--- src/rtl/chscan_pkg.sv ---
package chscan_pkg;
  localparam int unsigned DEF_NUM_CH   = 64;
  localparam int unsigned DEF_SUB_W    = 4;
  localparam int unsigned DEF_SAMPLE_W = 8;

  // Count value 0 stands for the last channel; any other count k is channel k.
  function automatic int unsigned chan_of(input int unsigned count,
                                          input int unsigned num_ch);
    return (count == 0) ? num_ch : count;
  endfunction

  // Bit position in the one-hot select vector for a channel number 1..num_ch.
  function automatic int unsigned sel_bit_of(input int unsigned chan);
    return chan - 1;
  endfunction
endpackage

--- src/rtl/chscan_counter.sv ---
module chscan_counter #(
  parameter int unsigned CNT_W = 6
) (
  input  logic             clk,
  input  logic             rst,
  output logic [CNT_W-1:0] cnt,
  output logic             cnt_wrap
);
  // carry[i] high means every bit below i is 1, so stage i toggles.
  logic [CNT_W:0] carry;
  assign carry[0] = 1'b1;

  for (genvar i = 0; i < CNT_W; i++) begin : g_stage
    assign carry[i+1] = carry[i] & cnt[i];
    always_ff @(posedge clk) begin
      if (rst) cnt[i] <= 1'b0;
      else     cnt[i] <= cnt[i] ^ carry[i];
    end
  end

  assign cnt_wrap = carry[CNT_W];
endmodule

--- src/rtl/chscan_subdec.sv ---
module chscan_subdec #(
  parameter int unsigned SUB_W = 4,
  localparam int unsigned OUT_N = 1 << SUB_W
) (
  input  logic [SUB_W-1:0] addr,
  input  logic             en,
  output logic [OUT_N-1:0] y
);
  always_comb begin
    y = '0;
    if (en) y[addr] = 1'b1;
  end
endmodule

--- src/rtl/chscan_decoder.sv ---
module chscan_decoder #(
  parameter int unsigned CNT_W = 6,
  parameter int unsigned SUB_W = 4,
  localparam int unsigned HI_W   = CNT_W - SUB_W,
  localparam int unsigned NUM_SUB = 1 << HI_W,
  localparam int unsigned SUB_N  = 1 << SUB_W,
  localparam int unsigned OUT_N  = 1 << CNT_W
) (
  input  logic [CNT_W-1:0] cnt,
  output logic [OUT_N-1:0] dec
);
  logic [HI_W-1:0]  hi;
  logic [SUB_W-1:0] lo;
  assign hi = cnt[CNT_W-1:SUB_W];
  assign lo = cnt[SUB_W-1:0];

  for (genvar g = 0; g < NUM_SUB; g++) begin : g_sub
    logic sub_en;
    assign sub_en = (hi == HI_W'(g));
    chscan_subdec #(.SUB_W(SUB_W)) u_sub (
      .addr(lo),
      .en  (sub_en),
      .y   (dec[g*SUB_N +: SUB_N])
    );
  end
endmodule

--- src/rtl/chscan_switches.sv ---
module chscan_switches #(
  parameter int unsigned NUM_CH = 64
) (
  input  logic [NUM_CH-1:0]   sel,
  output logic [2*NUM_CH-1:0] en_p,
  output logic [2*NUM_CH-1:0] en_n
);
  for (genvar k = 0; k < NUM_CH; k++) begin : g_pair
    assign en_p[2*k]   = sel[k];
    assign en_p[2*k+1] = sel[k];
    assign en_n[2*k]   = ~sel[k];
    assign en_n[2*k+1] = ~sel[k];
  end
endmodule

--- src/rtl/chscan_top.sv ---
module chscan_top #(
  parameter int unsigned NUM_CH   = chscan_pkg::DEF_NUM_CH,
  parameter int unsigned SUB_W    = chscan_pkg::DEF_SUB_W,
  parameter int unsigned SAMPLE_W = chscan_pkg::DEF_SAMPLE_W,
  localparam int unsigned CNT_W   = $clog2(NUM_CH),
  localparam int unsigned IDX_W   = CNT_W + 1
) (
  input  logic                       clk,
  input  logic                       rst,
  input  logic [NUM_CH*SAMPLE_W-1:0] samples_in,
  output logic [NUM_CH-1:0]          ch_sel,
  output logic [2*NUM_CH-1:0]        sw_en_p,
  output logic [2*NUM_CH-1:0]        sw_en_n,
  output logic [IDX_W-1:0]           ch_index,
  output logic [SAMPLE_W-1:0]        serial_out
);
  logic [CNT_W-1:0]  cnt;
  logic              cnt_wrap;   // named event: counter at all-ones
  logic [NUM_CH-1:0] dec;        // one-hot in count order

  chscan_counter #(.CNT_W(CNT_W)) u_cnt (
    .clk     (clk),
    .rst     (rst),
    .cnt     (cnt),
    .cnt_wrap(cnt_wrap)
  );

  chscan_decoder #(.CNT_W(CNT_W), .SUB_W(SUB_W)) u_dec (
    .cnt(cnt),
    .dec(dec)
  );

  // Count 0 is the last channel; count k is channel k at select bit k-1.
  assign ch_sel = {dec[0], dec[NUM_CH-1:1]};

  chscan_switches #(.NUM_CH(NUM_CH)) u_sw (
    .sel (ch_sel),
    .en_p(sw_en_p),
    .en_n(sw_en_n)
  );

  assign ch_index = IDX_W'(chscan_pkg::chan_of(32'(cnt), NUM_CH));

  // Behavioural stand-in for the analog switch network.
  always_comb begin
    serial_out = '0;
    for (int k = 0; k < NUM_CH; k++) begin
      if (ch_sel[k]) serial_out = serial_out | samples_in[k*SAMPLE_W +: SAMPLE_W];
    end
  end
endmodule

--- config.mk ---
export PLATFORM = sky130hd
export DESIGN_NAME = chscan_top
export DESIGN_NICKNAME = d
export VERILOG_FILES = /design/src/rtl/chscan_pkg.sv /design/src/rtl/chscan_counter.sv /design/src/rtl/chscan_subdec.sv /design/src/rtl/chscan_decoder.sv /design/src/rtl/chscan_switches.sv /design/src/rtl/chscan_top.sv
export SDC_FILE = /design/constraint.sdc
export NUM_CORES = 1
export LEC_CHECK = 0
export BUFFER_PORTS_ARGS = -buffer_cell sky130_fd_sc_hd__buf_2
export CAP_MARGIN = 30
export CORE_AREA = 5 5 329 331
export CTS_BUF_LIST = sky130_fd_sc_hd__clkbuf_8
export DETAILED_ROUTE_END_ITERATION = 10
export DIE_AREA = 0 0 334 336
export HOLD_SLACK_MARGIN = 0.05
export SKIP_LAST_GASP = 1
export SLEW_MARGIN = 0
export SYNTH_ARGS = -nofsm -noshare
export SYNTH_HDL_FRONTEND = slang
export SYNTH_SLANG_ARGS = --single-unit
--- constraint.sdc ---
create_clock -name clk -period 3.6 [get_ports clk]
set_clock_uncertainty 0.2 [all_clocks]
set_input_delay 0.9 -clock clk [delete_from_list [all_inputs] [get_ports clk]]
set_output_delay 0.9 -clock clk [all_outputs]
set_load 0.02 [all_outputs]
-- Word level (Yosys, flattened, before mapping)
Index checks and enable logic that the tools add are counted.
- $add $sub $neg: 0
- $mul: 0
- divide/modulo/power cells: 0
- $lt $le $gt $ge: 2
- equal/unequal tests: 3
- shifts and indexed selects: 0
- multiplexer cells: 71
- bitwise gates (word level): 137
- reduce and logical (&&, ||, !) cells: 3
- operator list (operator ; number):
    2-to-1 mux 8 bit ; 64
    bitwise OR 8 bit ; 63
    NOT 1 bit ; 65
    2-to-1 mux 16 bit ; 4
    2-to-1 mux 7 bit ; 1
    logical NOT 6 bit ; 1
    less-than comparator 4 x 5 -> 1 bit (second input constant) ; 1
    XOR 1 bit ; 5
    bitwise AND 1 bit ; 4
    demux 1 bit (select 4 bit) ; 1
    == test 2 bit (second input constant) ; 2
    >= comparator 4 x 1 -> 1 bit (second input constant) ; 1
    == test 2 x 1 -> 1 bit (second input constant) ; 1
    logical NOT 2 bit ; 1
    logical AND 1 bit ; 1
    2-to-1 mux 1 bit ; 1
- bits in registers: 6
- latch bits: 0
- bits in writable memories: 0
- ROM bits: 0
- input bits: 514
- output and inout port bits: 335
- logic and storage cells: 222
- memories kept: 0

-- Logic depth before layout (Yosys ltp)
- depth after elaboration: 132
- gate-level depth with buffers: 11

-- Hierarchy
From an unflattened synthesis, not the netlist that was laid out.
- cells, all modules: 737
- area, all modules: 5499.0 µm²
- by module, submodules not included (module ; instances ; cells an instance ; area each (µm²) ; seq. area each (µm²)):
    chscan_top ; 1 ; 368 ; 3095.5 ; 0.0
    chscan_switches ; 1 ; 256 ; 1681.6 ; 0.0
    chscan_subdec at u_dec.g_sub[0].u_sub ... ; 3 ; 23 ; 120.1 ; 0.0
    chscan_counter ; 1 ; 17 ; 217.7 ; 120.1
    chscan_subdec at u_dec.g_sub[3].u_sub ; 1 ; 23 ; 117.6 ; 0.0
    chscan_decoder ; 1 ; 4 ; 26.3 ; 0.0

-- Worst setup path after synthesis
OpenSTA, ideal clock, no wires.
- path type: register to output
- start point: reg u_cnt.cnt[0]
- end point: out serial_out[1]
- data arrival time: 2485 ps
- data required time: 2500 ps
- slack: 15 ps
- stages on the path, launching flop included: 12
- path buffers: 2
- cells stage by stage: dfxtp_1 -> inv_1 -> ha_1 -> clkbuf_1 -> clkbuf_1 -> and3_1 -> nand2_1 -> inv_1 -> a22oi_1 -> nand4_1 -> a2111oi_0 -> nand4_1
- elaborated cells between the ends (all ways): 136
- RTL lines (item ; line ; source):
    from (decl) ; chscan_counter.sv:6 ; output logic [CNT_W-1:0] cnt,
    from (signal, indexed assignment) ; chscan_counter.sv:17 ; else cnt[i] <= cnt[i] ^ carry[i];
    less-than comparator 4 x 5 -> 1 bit (not written as such) or >= comparator 4 x 1 -> 1 bit (tied branches) ; chscan_subdec.sv:11 ; if (en) y[addr] = 1'b1;
    logical AND 1 bit (not written as such) ; chscan_subdec.sv:11 ;
    2-to-1 mux 1 bit (not written as such) ; chscan_subdec.sv:11 ;
    demux 1 bit (select 4 bit) * ; chscan_subdec.sv:11 ;
    2-to-1 mux 16 bit * ; chscan_subdec.sv:11 ;
    via ch_sel[11] ; chscan_top.sv:11 ; output logic [NUM_CH-1:0] ch_sel,
    2-to-1 mux 8 bit * ; chscan_top.sv:48 ; if (ch_sel[k]) serial_out = serial_out | samples_in[k*SAMPLE_W +: SAMPLE_W];
    bitwise OR 8 bit ; chscan_top.sv:48 ;
    [95 not listed] ; - ;
    bitwise OR 8 bit ; chscan_top.sv:48 ;
    2-to-1 mux 8 bit * ; chscan_top.sv:48 ;
    bitwise OR 8 bit ; chscan_top.sv:48 ;
    2-to-1 mux 8 bit * ; chscan_top.sv:48 ;
    bitwise OR 8 bit ; chscan_top.sv:48 ;
    2-to-1 mux 8 bit * ; chscan_top.sv:48 ;
    bitwise OR 8 bit ; chscan_top.sv:48 ;
    2-to-1 mux 8 bit * ; chscan_top.sv:48 ;
    to (decl) ; chscan_top.sv:15 ; output logic [SAMPLE_W-1:0] serial_out
Mark *: on every way through the listed nets, which the timed path passes. The rest lies on a longest branch.

-- Final worst setup path
- start point: reg u_cnt.cnt[1]
- end point: out serial_out[0]
- longest elaborated chain between the ends: 132
- elaborated cells between the ends (all ways): 136
- RTL lines (item ; line):
    less-than comparator 4 x 5 -> 1 bit (not written as such) or >= comparator 4 x 1 -> 1 bit (tied branches) ; chscan_subdec.sv:11
    logical AND 1 bit (not written as such) ; chscan_subdec.sv:11
    2-to-1 mux 1 bit (not written as such) ; chscan_subdec.sv:11
    demux 1 bit (select 4 bit) * ; chscan_subdec.sv:11
    2-to-1 mux 16 bit ; chscan_subdec.sv:11
    2-to-1 mux 8 bit ; chscan_top.sv:48
    bitwise OR 8 bit ; chscan_top.sv:48
    2-to-1 mux 8 bit ; chscan_top.sv:48
    [116 not listed] ; -
    bitwise OR 8 bit ; chscan_top.sv:48
    2-to-1 mux 8 bit ; chscan_top.sv:48
    bitwise OR 8 bit ; chscan_top.sv:48
    2-to-1 mux 8 bit ; chscan_top.sv:48
    bitwise OR 8 bit ; chscan_top.sv:48
    2-to-1 mux 8 bit ; chscan_top.sv:48
    bitwise OR 8 bit ; chscan_top.sv:48
    2-to-1 mux 8 bit * ; chscan_top.sv:48
Mark *: on every way between the ends. The rest lies on a longest branch, timed or not.

==> impl_metrics.tcl <==
set metrics [dict create \
    synthCells 880 \
    setup_viol 8 \
    drt-vias-per-instance 3.61 \
    finalCritPeriodShare 1.13 \
    drcViolationCount 0 \
    grt_use_met1 0.239 \
    synthArstFlopShare 0 \
    status "finished with violations" \
    synth_top_cell_by_area "buf_4" \
    ys_seq_area_frac 0.0207 \
    leakage_nw 7.15 \
    port_buffers 848 \
    ioPinCount 849 \
    routed_wl_mm 115 \
    place_area_mm2 0.0131 \
    clk_path_buf_depth 2 \
    vdd_drop_max_v 0.0000754 \
    synthTopCellsByArea "buf_4 26%, a22oi_1 23%, inv_1 4.3%" \
    holdWs_ns 0.340 \
    maxCapViolations 0 \
    dr.pass1.iters 5 \
    cts.htree.levels 1 \
    ys_seq_elements 6 \
    yosysMostFrequentCell "buf_4" \
    critPathKind "reg2out" \
    first_global_vias 11800 \
    synth_edf_count 0 \
    ys_top_cells_by_count "198 x buf_4, 178 x a22oi_1, 66 x inv_1" \
    core_mm2 0.105 \
    netlist.area_leader.share 0.256 \
    wl_per_cell_um 34.7 \
    finalHoldViolCount 0 \
    rsz0062_at_grt "true" \
    syn-num-nets 1401 \
    finalSetupTns_ns -2.78 \
    worstPathArrival_ns 2.96 \
    cts_sinks 6 \
    endpoint_kind "output pin" \
    relSlewSlack 0.500 \
    ys_warn_count 0 \
    start_util 0.0554 \
    final_area_mm2 0.0147 \
    grt_pass1_wl_mm 139 \
    use_met3 0.0931 \
    met2_usage 0.315 \
    ant_nets 0 \
    hpwl_mm 104 \
    ys.flop_type "dfxtp_1" \
    finalNonFillerCells 3317 \
    largest_register_ffs 6 \
    grt_overflow_total 0 \
    routabilityCongestion 0.815 \
    max_freq_mhz 246 \
    grt_max_degree 14 \
    drive_gt1_frac 0.753 \
    critPathRequiredTime_ns 2.50 \
    hold_class "reg2reg" \
    cts_tree "yes" \
    drt_iter0_drc 784 \
    synth_cell_types 50 \
    critPathMaxFanout 6 \
    antenna_found_initial 159 \
    slew_violations 0 \
    dp_cells 3205 \
    nNetsFinal 2385 \
    busiest_layer "met2" \
    largestRegisters "u_cnt.cnt: 6 flops" \
    num_rows 119 \
    numCtsBuffers 3 \
    vias 12000 \
    clk_pin_slew_ns 0.04 \
    setup_slack_ns -0.457 \
    power_density_mw_per_mm2 94.7 \
    synth_area_mm2 0.00581 \
    tightest_slew_ns 0.750 \
    groute.usage.overall 0.193 \
    clock-root-buffer "clkbuf_8" \
    die_h_um 336 \
    min_period_ns 4.06 \
    area_delta_synth_final_pct 153 \
    largest_register "u_cnt.cnt" \
    dieArea_mm2 0.112 \
    syn_area_per_cell_um2 6.60 \
    hold_buffers 0 \
    critPathLaunchType "flip-flop" \
    post-route-util 0.140 \
    clk_latency_ns 0.23 \
    violations "setup timing" \
    die_w_um 334 \
]
[final timing paths]
kind	start	endpoint	slack [ns]	cells past startpoint
max reg2reg	u_cnt.cnt[1]	u_cnt.cnt[4]	1.55	8
min	u_cnt.cnt[0]	u_cnt.cnt[0]	0.34	2
min reg2reg	u_cnt.cnt[0]	u_cnt.cnt[0]	0.34	2
max	u_cnt.cnt[1]	serial_out[0]	-0.46	11
[report_power, final]
part	internal, W	switching [W]	total, W
clock	0.0000719	0.0000301	0.000102
sequential	0.0000684	0.00000435	0.0000728
combinational	0.000592	0.000626	0.00122
[metal layers]
metal	wire length, µm	up-vias
li1	-	5185
met1	48000	5671
met2	51700	828
met3	12700	224
met4	2200	78
met5	523	-
[cell type report]
class                           instances  area (µm²)
Antenna cell                           64         160
Tap cell                             1391        1740
Fill cell                           12200       90100
Sequential cell                         6         138
Timing Repair Buffer                 1231        7840
Inverter                               66         254
Clock buffer                            3        41.3
Multi-Input combinational cell        556        4530
[cells in the final DEF, fill, tap and decap left out, types with 13 or more instances in the layout]
| master | Yosys | routed |
|---|---|---|
| a22oi_2 | 0 | 48 |
| nand2_1 | 58 | 49 |
| buf_6 | 4 | 41 |
| o21ai_0 | 16 | 13 |
| mux2i_1 | 19 | 19 |
| nand3_1 | 29 | 22 |
| buf_4 | 198 | 307 |
| nor2_2 | 2 | 23 |
| buf_12 | 0 | 39 |
| buf_2 | 17 | 840 |
| nand4_1 | 27 | 27 |
| a22oi_1 | 178 | 130 |
| diode_2 | 0 | 64 |
| inv_1 | 66 | 62 |
| nor2_1 | 57 | 27 |
[per-stage QoR]
stage | total power [W] | setup WS (ns)
6_report | 0.00139 | -0.457
5_1_grt | 0.00148 | -0.515
4_1_cts | 0.00139 | -0.446
3_5_place_dp | 0.00110 | -0.864
3_3_place_gp | 0.00108 | -1.25
2_1_floorplan | 0.000390 | 0.0153
[what timing repair did]
| action | CTS | global route |
|---|---|---|
| gates cloned | 1 | 0 |
| pin swaps | 55 | 32 |
| resized for setup | 162 | 53 |
| buffers inserted | 44 | 8 |
| endpoints found under the setup margin | 24 | 8 |
[kinds of logic (layout without fill, tap and decap cells)]
group,after synthesis,after routing,synth area share
xor gates and xnor gates,1,1,0.00151
DFF,6,6,0.0207
AOI/OAI and AO/OA,280,280,0.361
buffers and inverters,318,1300,0.342
muxes,28,28,0.0502
other,0,64,0
and+or+nand+nor,240,240,0.209
adders and majority gates,7,7,0.0151
[critical path, cell delays in order, from the launching register on]
cell,delay [ns]
dfxtp_4,0.35
buf_6,0.12
ha_4,0.18
buf_8,0.13
and3_4,0.22
buf_4,0.18
buf_4,0.15
a22oi_2,0.40
and4_1,0.25
nand4_1,0.10
or4_4,0.47
buf_6,0.16
Power figures use the tool's default switching activity.
